<file path="src/rtl/lsd_pkg.sv">
package lsd_pkg;

    typedef struct packed {
        logic from_cache;
        logic call;
        logic ret;
        logic push;
        logic pop;
        logic taken;
        logic backward;
    } uop_flags_t;

endpackage

</file>
<file path="src/rtl/lsd_body_check.sv">
module lsd_body_check
    import lsd_pkg::*;
#(
    parameter int MAX_UOPS  = 28,
    parameter int MAX_TAKEN = 8
) (
    input  logic       clk,
    input  logic       rst_n,
    input  logic       kill,
    input  logic       count_en,
    input  uop_flags_t flags,
    output logic       body_ok
);
    localparam int UW = $clog2(MAX_UOPS + 2);
    localparam int TW = $clog2(MAX_TAKEN + 2);
    localparam int BW = UW + 1;
    localparam logic [UW-1:0] U_MAX = UW'(MAX_UOPS);
    localparam logic [UW-1:0] U_SAT = UW'(MAX_UOPS + 1);
    localparam logic [TW-1:0] T_MAX = TW'(MAX_TAKEN);
    localparam logic [TW-1:0] T_SAT = TW'(MAX_TAKEN + 1);

    typedef struct packed {
        logic [UW-1:0] uops;
        logic [TW-1:0] taken;
        logic [BW-1:0] bal;
        logic          bad;
    } body_t;

    body_t s_q, s_d, incl;
    logic  boundary;

    always_comb begin
        // running totals including the micro-op presented this cycle
        incl.uops  = (s_q.uops == U_SAT) ? U_SAT : s_q.uops + UW'(1);
        incl.taken = s_q.taken;
        if (flags.taken && s_q.taken != T_SAT)
            incl.taken = s_q.taken + TW'(1);
        incl.bal = s_q.bal;
        if (flags.push) incl.bal = incl.bal + BW'(1);
        if (flags.pop)  incl.bal = incl.bal - BW'(1);
        incl.bad = s_q.bad | ~flags.from_cache | flags.call | flags.ret;

        body_ok  = (incl.uops <= U_MAX) && (incl.taken <= T_MAX)
                   && !incl.bad && (incl.bal == '0);
        boundary = flags.taken & flags.backward;

        s_d = s_q;
        if (kill)
            s_d = '0;
        else if (count_en)
            s_d = boundary ? '0 : incl;
    end

    always_ff @(posedge clk or negedge rst_n) begin
        if (!rst_n) s_q <= '0;
        else        s_q <= s_d;
    end

    a_r2_count_bounded: assert property (@(posedge clk) disable iff (!rst_n)
        s_q.uops <= U_SAT);

    a_r3_taken_bounded: assert property (@(posedge clk) disable iff (!rst_n)
        s_q.taken <= T_SAT);

    a_r10_kill_clears_body: assert property (@(posedge clk) disable iff (!rst_n)
        kill |=> (s_q == '0));

    a_r4_legacy_sticks: assert property (@(posedge clk) disable iff (!rst_n)
        (count_en && !kill && !boundary && !flags.from_cache) |=> s_q.bad);

endmodule

</file>
<file path="src/rtl/lsd_replay_ctrl.sv">
module lsd_replay_ctrl #(
    parameter int QUEUE_DEPTH   = 56,
    parameter int ADDR_W        = 32,
    parameter int QUALIFY_ITERS = 2,
    localparam int IW = $clog2(QUEUE_DEPTH)
) (
    input  logic              clk,
    input  logic              rst_n,
    input  logic              kill,
    input  logic              count_en,
    input  logic              taken,
    input  logic              backward,
    input  logic [ADDR_W-1:0] target,
    input  logic [IW-1:0]     idx,
    input  logic              body_ok,
    output logic              replay,
    output logic [IW-1:0]     start_idx,
    output logic [IW-1:0]     end_idx
);
    localparam int PW = $clog2(QUALIFY_ITERS + 1);
    localparam logic [PW-1:0] LAST_PASS = PW'(QUALIFY_ITERS - 1);
    localparam logic [IW-1:0] IDX_TOP   = IW'(QUEUE_DEPTH - 1);

    typedef struct packed {
        logic              head_valid;
        logic [ADDR_W-1:0] head;
        logic [PW-1:0]     passes;
        logic              replay;
        logic [IW-1:0]     start;
        logic [IW-1:0]     stop;
        logic [IW-1:0]     pend;
    } ctrl_t;

    ctrl_t q, d;
    logic back_taken, close;
    logic [IW-1:0] next_idx;

    always_comb begin
        back_taken = count_en & taken & backward;
        close      = back_taken & q.head_valid & (target == q.head);
        next_idx   = (idx == IDX_TOP) ? '0 : idx + IW'(1);

        d = q;
        if (kill) begin
            d = '0;
        end else if (close) begin
            d.pend = next_idx;
            if (body_ok) begin
                d.passes = q.passes + PW'(1);
                if (q.passes == LAST_PASS) begin
                    d.replay = 1'b1;
                    d.start  = q.pend;
                    d.stop   = idx;
                end
            end else begin
                d.passes = '0;
            end
        end else if (back_taken) begin
            d.head_valid = 1'b1;
            d.head       = target;
            d.passes     = '0;
            d.pend       = next_idx;
        end
    end

    always_ff @(posedge clk or negedge rst_n) begin
        if (!rst_n) q <= '0;
        else        q <= d;
    end

    assign replay    = q.replay;
    assign start_idx = q.start;
    assign end_idx   = q.stop;

    a_r1_replay_has_head: assert property (@(posedge clk) disable iff (!rst_n)
        q.replay |-> q.head_valid);

    a_r1_rise_on_backward: assert property (@(posedge clk) disable iff (!rst_n)
        $rose(q.replay) |-> $past(count_en && taken && backward && body_ok));

    a_r11_replay_holds: assert property (@(posedge clk) disable iff (!rst_n)
        (q.replay && !kill) |=> (q.replay && $stable(q.start) && $stable(q.stop)));

endmodule

</file>
<file path="src/rtl/lsd_qualifier.sv">
module lsd_qualifier
    import lsd_pkg::*;
#(
    parameter int QUEUE_DEPTH   = 56,
    parameter int ADDR_W        = 32,
    parameter int MAX_UOPS      = 28,
    parameter int MAX_TAKEN     = 8,
    parameter int QUALIFY_ITERS = 2,
    localparam int IW = $clog2(QUEUE_DEPTH)
) (
    input  logic              clk,
    input  logic              rst_n,
    input  logic              uop_valid,
    input  logic [IW-1:0]     uop_idx,
    input  logic [ADDR_W-1:0] uop_target,
    input  logic              uop_from_cache,
    input  logic              uop_call,
    input  logic              uop_ret,
    input  logic              uop_push,
    input  logic              uop_pop,
    input  logic              uop_taken,
    input  logic              uop_backward,
    input  logic              mispredict,
    input  logic              flush,
    input  logic              thread_switch,
    output logic              replay_sleep,
    output logic [IW-1:0]     loop_start_idx,
    output logic [IW-1:0]     loop_end_idx
);
    uop_flags_t flags;
    logic kill, count_en, body_ok;

    always_comb begin
        flags.from_cache = uop_from_cache;
        flags.call       = uop_call;
        flags.ret        = uop_ret;
        flags.push       = uop_push;
        flags.pop        = uop_pop;
        flags.taken      = uop_taken;
        flags.backward   = uop_backward;
        kill             = flush | mispredict | thread_switch;
        count_en         = uop_valid & ~replay_sleep;
    end

    lsd_body_check #(
        .MAX_UOPS (MAX_UOPS),
        .MAX_TAKEN(MAX_TAKEN)
    ) u_body (
        .clk     (clk),
        .rst_n   (rst_n),
        .kill    (kill),
        .count_en(count_en),
        .flags   (flags),
        .body_ok (body_ok)
    );

    lsd_replay_ctrl #(
        .QUEUE_DEPTH  (QUEUE_DEPTH),
        .ADDR_W       (ADDR_W),
        .QUALIFY_ITERS(QUALIFY_ITERS)
    ) u_ctrl (
        .clk      (clk),
        .rst_n    (rst_n),
        .kill     (kill),
        .count_en (count_en),
        .taken    (uop_taken),
        .backward (uop_backward),
        .target   (uop_target),
        .idx      (uop_idx),
        .body_ok  (body_ok),
        .replay   (replay_sleep),
        .start_idx(loop_start_idx),
        .end_idx  (loop_end_idx)
    );

    a_r9_mispredict_ends_replay: assert property (@(posedge clk) disable iff (!rst_n)
        mispredict |=> !replay_sleep);

    a_r10_flush_switch_end_replay: assert property (@(posedge clk) disable iff (!rst_n)
        (flush || thread_switch) |=> !replay_sleep);

endmodule

</file>
<file path="config.mk">
export PLATFORM = sky130hd
export DESIGN_NAME = lsd_qualifier
export DESIGN_NICKNAME = d
export VERILOG_FILES = /design/src/rtl/lsd_pkg.sv /design/src/rtl/lsd_body_check.sv /design/src/rtl/lsd_replay_ctrl.sv /design/src/rtl/lsd_qualifier.sv
export SDC_FILE = /design/constraint.sdc
export NUM_CORES = 1
export LEC_CHECK = 0
export BUFFER_PORTS_ARGS = -buffer_cell sky130_fd_sc_hd__buf_2
export CORE_MARGIN = 4
export CORE_UTILIZATION = 32
export DETAILED_ROUTE_END_ITERATION = 8
export HOLD_SLACK_MARGIN = 0.08
export PLACE_DENSITY = 0.51
export SYNTH_ARGS = -nofsm -noshare
export SYNTH_HDL_FRONTEND = slang
export SYNTH_SLANG_ARGS = --single-unit
</file>
<file path="constraint.sdc">
create_clock -name clk -period 3.21 [get_ports clk]
set_clock_uncertainty 0.2 [all_clocks]
set_input_delay 0.4815 -clock clk [delete_from_list [all_inputs] [get_ports clk]]
set_output_delay 0.4815 -clock clk [all_outputs]
set_load 0.02 [all_outputs]
</file>
Word level (Yosys, flattened, before mapping) --
Index checks and enable logic that the tools add are counted.
Operators by class: $add $sub $neg 6, order comparisons 2, equal/unequal tests 6, mux-type cells 18, bitwise operators 13, reductions and logical operators 14
Operators by type and width (number):
- 2-to-1 mux 54 bit | 1
- 2-to-1 mux 16 bit | 3
- 2-to-1 mux 13 bit | 3
- 2-to-1 mux 35 bit | 1
- 2-to-1 mux 33 bit | 1
- == test 32 bit | 1
- 2-to-1 mux 6 bit | 5
- adder 6 x 1 -> 6 bit (second input constant) | 2
- nonzero test 2 bit | 5
- bitwise AND 1 bit | 6
- == test 6 bit (second input constant) | 1
- zero test 6 bit | 1
- subtractor 6 x 1 -> 6 bit (second input constant) | 1
- adder 5 x 1 -> 5 bit (second input constant) | 1
- == test 5 bit (second input constant) | 1
- <= comparator 5 bit (second input constant) | 1
- 2-to-1 mux 5 bit | 1
- OR 1 bit | 5
- adder 4 x 1 -> 4 bit (second input constant) | 1
- <= comparator 4 bit (second input constant) | 1
- logical AND 1 bit | 4
- 2-to-1 mux 2 bit | 2
- 2-to-1 mux 4 bit | 1
- inequality test 4 bit (second input constant) | 1
- other kinds (8) | 9
Storage, ports and cells: register bits 70, input bits 51, output and inout bits 13, word-level logic and storage cells 70

Logic depth before layout (Yosys ltp) --
depth in word-level cells 10, gate-level depth with buffers 10, depth with buffers taken out 9

Hierarchy --
Synthesis repeated with hierarchy kept, for this count alone.
Second synthesis, totals: cell total of the unflattened synthesis 432, area, all modules 3910.0 sq um
Modules (own cells, without submodules):
- lsd_replay_ctrl | instances 1, cells an instance 297, area each 2736.4 sq um, seq. area each 1351.3 sq um
- lsd_body_check | instances 1, cells an instance 133, area each 1161.1 sq um, seq. area each 400.4 sq um
- lsd_qualifier | instances 1, cells an instance 2, area each 12.5 sq um, seq. area each 0.0 sq um

Worst setup path after synthesis --
OpenSTA, ideal clock, no wires.
path kind input to register, start point input port uop_push, end point register u_ctrl.q, in the netlist u_ctrl.end_idx[0], setup time 0.124 ns, data arrival time 2.422 ns, required time 2.886 ns, setup slack 0.464 ns, cell stages on the path 10, path buffers 2, cells stage by stage buf_2 -> mux2i_1 -> ha_1 -> and2_1 -> a311oi_1 -> or3_1 -> a21oi_1 -> nand4_4 -> buf_6 -> mux2i_1
Between the ends: longest elaborated chain between the ends 7
Ends and longest elaborated chain:
- start, declared | RTL line lsd_qualifier.sv:19 | input logic uop_push,
- 2-to-1 mux 6 bit * | RTL line lsd_body_check.sv:39 | if (flags.push) incl.bal = incl.bal + BW'(1);
- subtractor 6 x 1 -> 6 bit | RTL line lsd_body_check.sv:40 | if (flags.pop) incl.bal = incl.bal - BW'(1);
- 2-to-1 mux 6 bit * | RTL line lsd_body_check.sv:40
- zero test 6 bit * | RTL line lsd_body_check.sv:44 | && !incl.bad && (incl.bal == '0);
- logical AND 1 bit * | RTL line lsd_body_check.sv:44
- nonzero test 2 bit (no line) *
- AND reduction 3 bit (no line) *
- end signal, assigned | RTL line lsd_replay_ctrl.sv:67 | if (!rst_n) q <= '0;
- end signal, assigned | RTL line lsd_replay_ctrl.sv:68 | else q <= d;
- end, declared | RTL line lsd_replay_ctrl.sv:34 | ctrl_t q, d;
Mark *: on every way between the ends. The rest lies on a longest branch, timed or not. A chain may end at the register's enable or synchronous reset.

Worst setup path in the final report --
start point register u_body.s_q[1] in the netlist's numbering, end point register u_ctrl.q, in the netlist u_ctrl.start_idx[5]
Between the ends: longest elaborated chain between the ends 8
Ends and longest elaborated chain:
- start, declared | RTL line lsd_body_check.sv:29 | body_t s_q, s_d, incl;
- adder 6 x 1 -> 6 bit | RTL line lsd_body_check.sv:39
- 2-to-1 mux 6 bit * | RTL line lsd_body_check.sv:39
- subtractor 6 x 1 -> 6 bit | RTL line lsd_body_check.sv:40
- 2-to-1 mux 6 bit * | RTL line lsd_body_check.sv:40
- zero test 6 bit * | RTL line lsd_body_check.sv:44
- logical AND 1 bit * | RTL line lsd_body_check.sv:44
- nonzero test 2 bit (no line) *
- AND reduction 3 bit (no line) *
Marked as above.

==> flow_summary.json <==
{
  "synthesis.nets": 437,
  "die_area_sq_mm": 0.0140,
  "fp-row-count": 39,
  "synth_top_cell_area_share_pct": 45.1,
  "fin_nets": 489,
  "fmaxAchievable_ghz": 0.352,
  "yosysSeqAreaShare_pct": 45.1,
  "relSlewSlack_pct": 60.7,
  "drt_wl_total_um": 8860,
  "dp_cells": 560,
  "finalSetupTns_ns": 0,
  "cellLeakagePower_nw": 2.21,
  "cts_tree": "built",
  "clk_path_buf_depth": 2,
  "ys.flop_type": "dfrtp_1",
  "rsz0062_at_grt": "no",
  "setup_violations": 0,
  "cts-buffers-inserted": 9,
  "yosys-top-cells-area": "dfrtp_1 45%, a22o_1 7.7%, xnor2_1 5.6%, nand2_1 4.4%, mux2i_1 3.9%",
  "cp-end-kind": "flip-flop",
  "yosysMostFrequentCell": "dfrtp_1",
  "syn_area_sq_mm": 0.00389,
  "yosysWarnings": 0,
  "synth.avg_cell_area_sq_um": 10.3,
  "startpoint_type": "flip-flop",
  "finalCritPeriodShare_pct": 88.4,
  "synth_edf_count": 0,
  "crit_fanout": 13,
  "drt_iter0_markers": 144,
  "critPathKind": "reg -> reg",
  "drc": 0,
  "grt_antenna_before_repair": 0,
  "synth_common_cells": "70 x dfrtp_1, 46 x nand2_1, 34 x a22o_1, 25 x xnor2_1, 16 x xor2_1",
  "htreeDepth": 3,
  "clkLatencyLatePin_ns": 0.33,
  "grt_use_total_pct": 13.2,
  "die_x_um": 118,
  "io_buffers": 63,
  "tightest_slew_ns": 0.590,
  "status": "finished, final reports clean",
  "final_hold_viol_count": 0,
  "initial_utilization_pct": 33.3,
  "diodes": 0,
  "postCtsResizedCells": 0,
  "via_per_inst": 5.10,
  "io-pin-count": 64,
  "synthArstFlopShare_pct": 100,
  "clockRootBuffer": "clkbuf_16",
  "vdd_drop_max_uv": 303,
  "coreArea_sq_mm": 0.0117,
  "routedWlPerCell_um": 15.3,
  "synth_cell_type_count": 48,
  "clock-sinks": 70,
  "grt_overflow": 0,
  "required_ns": 3.23,
  "layoutNonFillerInstCount": 578,
  "min-delay-path-class": "in -> reg",
  "first_pass_iters": 4,
  "syn2layout_area_growth_pct": 19.1,
  "fp.dieH_um": 118,
  "final_layout_size_suffix_gt1_share_pct": 22.1,
  "gp_congestion": 0.845,
  "max_cap_violations": 0,
  "fin_crit_ns": 2.84,
  "grt_max_degree": 33,
  "vias": 2945,
  "postSynthCellCount": 378,
  "drv_slew": 0,
  "yosys.area.top_type": "dfrtp_1",
  "crit_arrival_ns": 2.85,
  "antenna_left": 0,
  "nFillCells": 1140,
  "grt_pass1_wl_um": 15000,
  "synth_seq_cells": 70,
  "grt_pass1_vias": 3071,
  "powerDensity_mw_per_mm2": 466,
  "detailedPlacementHpwl_um": 6260,
  "clkTransAtPathRegs_ns": 0.06
}
state kept, by name (all words and copies together) (netlist names):
name and flops:
u_body.s_q 16, u_ctrl.end_idx 6, u_ctrl.q 41, u_ctrl.replay 1, u_ctrl.start_idx 6
final timing paths:
kind | to | slack [ns] | startpoint | cells after the start
max reg2reg | u_ctrl.start_idx[5]$_DFFE_PN0P_ | 0.37 | u_body.s_q[1]$_DFFE_PN0P_ | 10
max in group asynchronous | u_ctrl.q[28]$_DFFE_PN0P_ | 1.54 | rst_n | 3
max | u_ctrl.start_idx[5]$_DFFE_PN0P_ | 0.37 | u_body.s_q[1]$_DFFE_PN0P_ | 10
min reg2reg | u_ctrl.q[0]$_DFFE_PN0P_ | 0.28 | u_ctrl.q[0]$_DFFE_PN0P_ | 2
min in group asynchronous | u_body.s_q[1]$_DFFE_PN0P_ | 0.48 | rst_n | 2
min | u_ctrl.q[0]$_DFFE_PN0P_ | 0.20 | uop_idx[0] | 2
power by group:
part | switching, mW | internal (mW) | total (mW)
clock | 0.374 | 0.684 | 1.06
sequential | 0.0122 | 0.899 | 0.911
combinational | 0.106 | 0.0824 | 0.188
total | 0.492 | 1.67 | 2.16
repair_timing:
item / in CTS / in global routing
hold endpoints to repair: 22 / 0
endpoints found under the setup margin: 0 / 10
buffers inserted: 0 / 1
hold buffers: 1 / 0
logic make-up after synthesis:
group           synth area share, %
compound gates                 17.9
simple gates                   15.2
buf+inv                        5.63
mux                            3.86
flops                          45.1
fa+ha+maj                      2.58
xor+xnor                       9.82
placed cells by master, fill, tap and decap left out, types with 3 or more instances in the layout:
cell type  count
a21oi_1       11
nor2_1        11
a22o_1        34
inv_1          7
xnor2_1       25
nor2b_1        4
ha_1           8
and2_1         3
clkbuf_8       4
nand3_1        7
or3_1          4
buf_2         63
clkbuf_16      9
nand4_1       11
nor3_1         3
and3_1         4
o21ai_0        7
a32o_1         3
nor4_1         3
nand2_1       46
nand3b_1       3
o31ai_1        9
a21o_1         3
mux2i_1       15
xor2_1        16
o21ai_1       11
buf_4          8
dfrtp_1       70
area by class of cell:
cell class	instances	area [sq um]	area share (%)
Multi-Input combinational cell	268	1930	41.6
Sequential cell	70	1750	37.8
Timing Repair Buffer	74	425	9.19
Clock buffer	13	280	6.06
Tap cell	143	179	3.87
Clock inverter	3	40.0	0.865
Inverter	7	26.3	0.568
per-layer routing:
metal / track usage (%) / part of all wire (%) / up-vias
met4: 5.57 / 1.9 / 0
li1: - / - / 1466
met3: 4.54 / 5.1 / 11
met2: 21.1 / 47 / 59
met1: 16.4 / 46 / 1409
met5: 0 / 0 / -
worst max-delay path, stage by stage (launching register included):
cell and delay (ns):
dfrtp_1 0.38, ha_1 0.33, mux2i_1 0.21, ha_1 0.22, and2_1 0.17, a311oi_1 0.11
or3_1 0.38, a21oi_1 0.30, nand4_4 0.13, buf_12 0.18, mux2i_1 0.12
stage by stage:
step,worst slack (ns),utilization (%),area [sq um],hold WS (ns),power (mW)
finish,0.372,39.7,4630,0.196,2.16
global route,0.130,39.7,4630,0.185,2.25
CTS,0.192,39.5,4610,0.181,2.20
detailed placement,0.148,36.7,4280,0.266,1.12
global placement,0.236,36.7,4280,0.265,1.11
floorplan,0.464,-,3890,-0.0141,1.03
No activity file was read; power rests on OpenSTA's default activity.
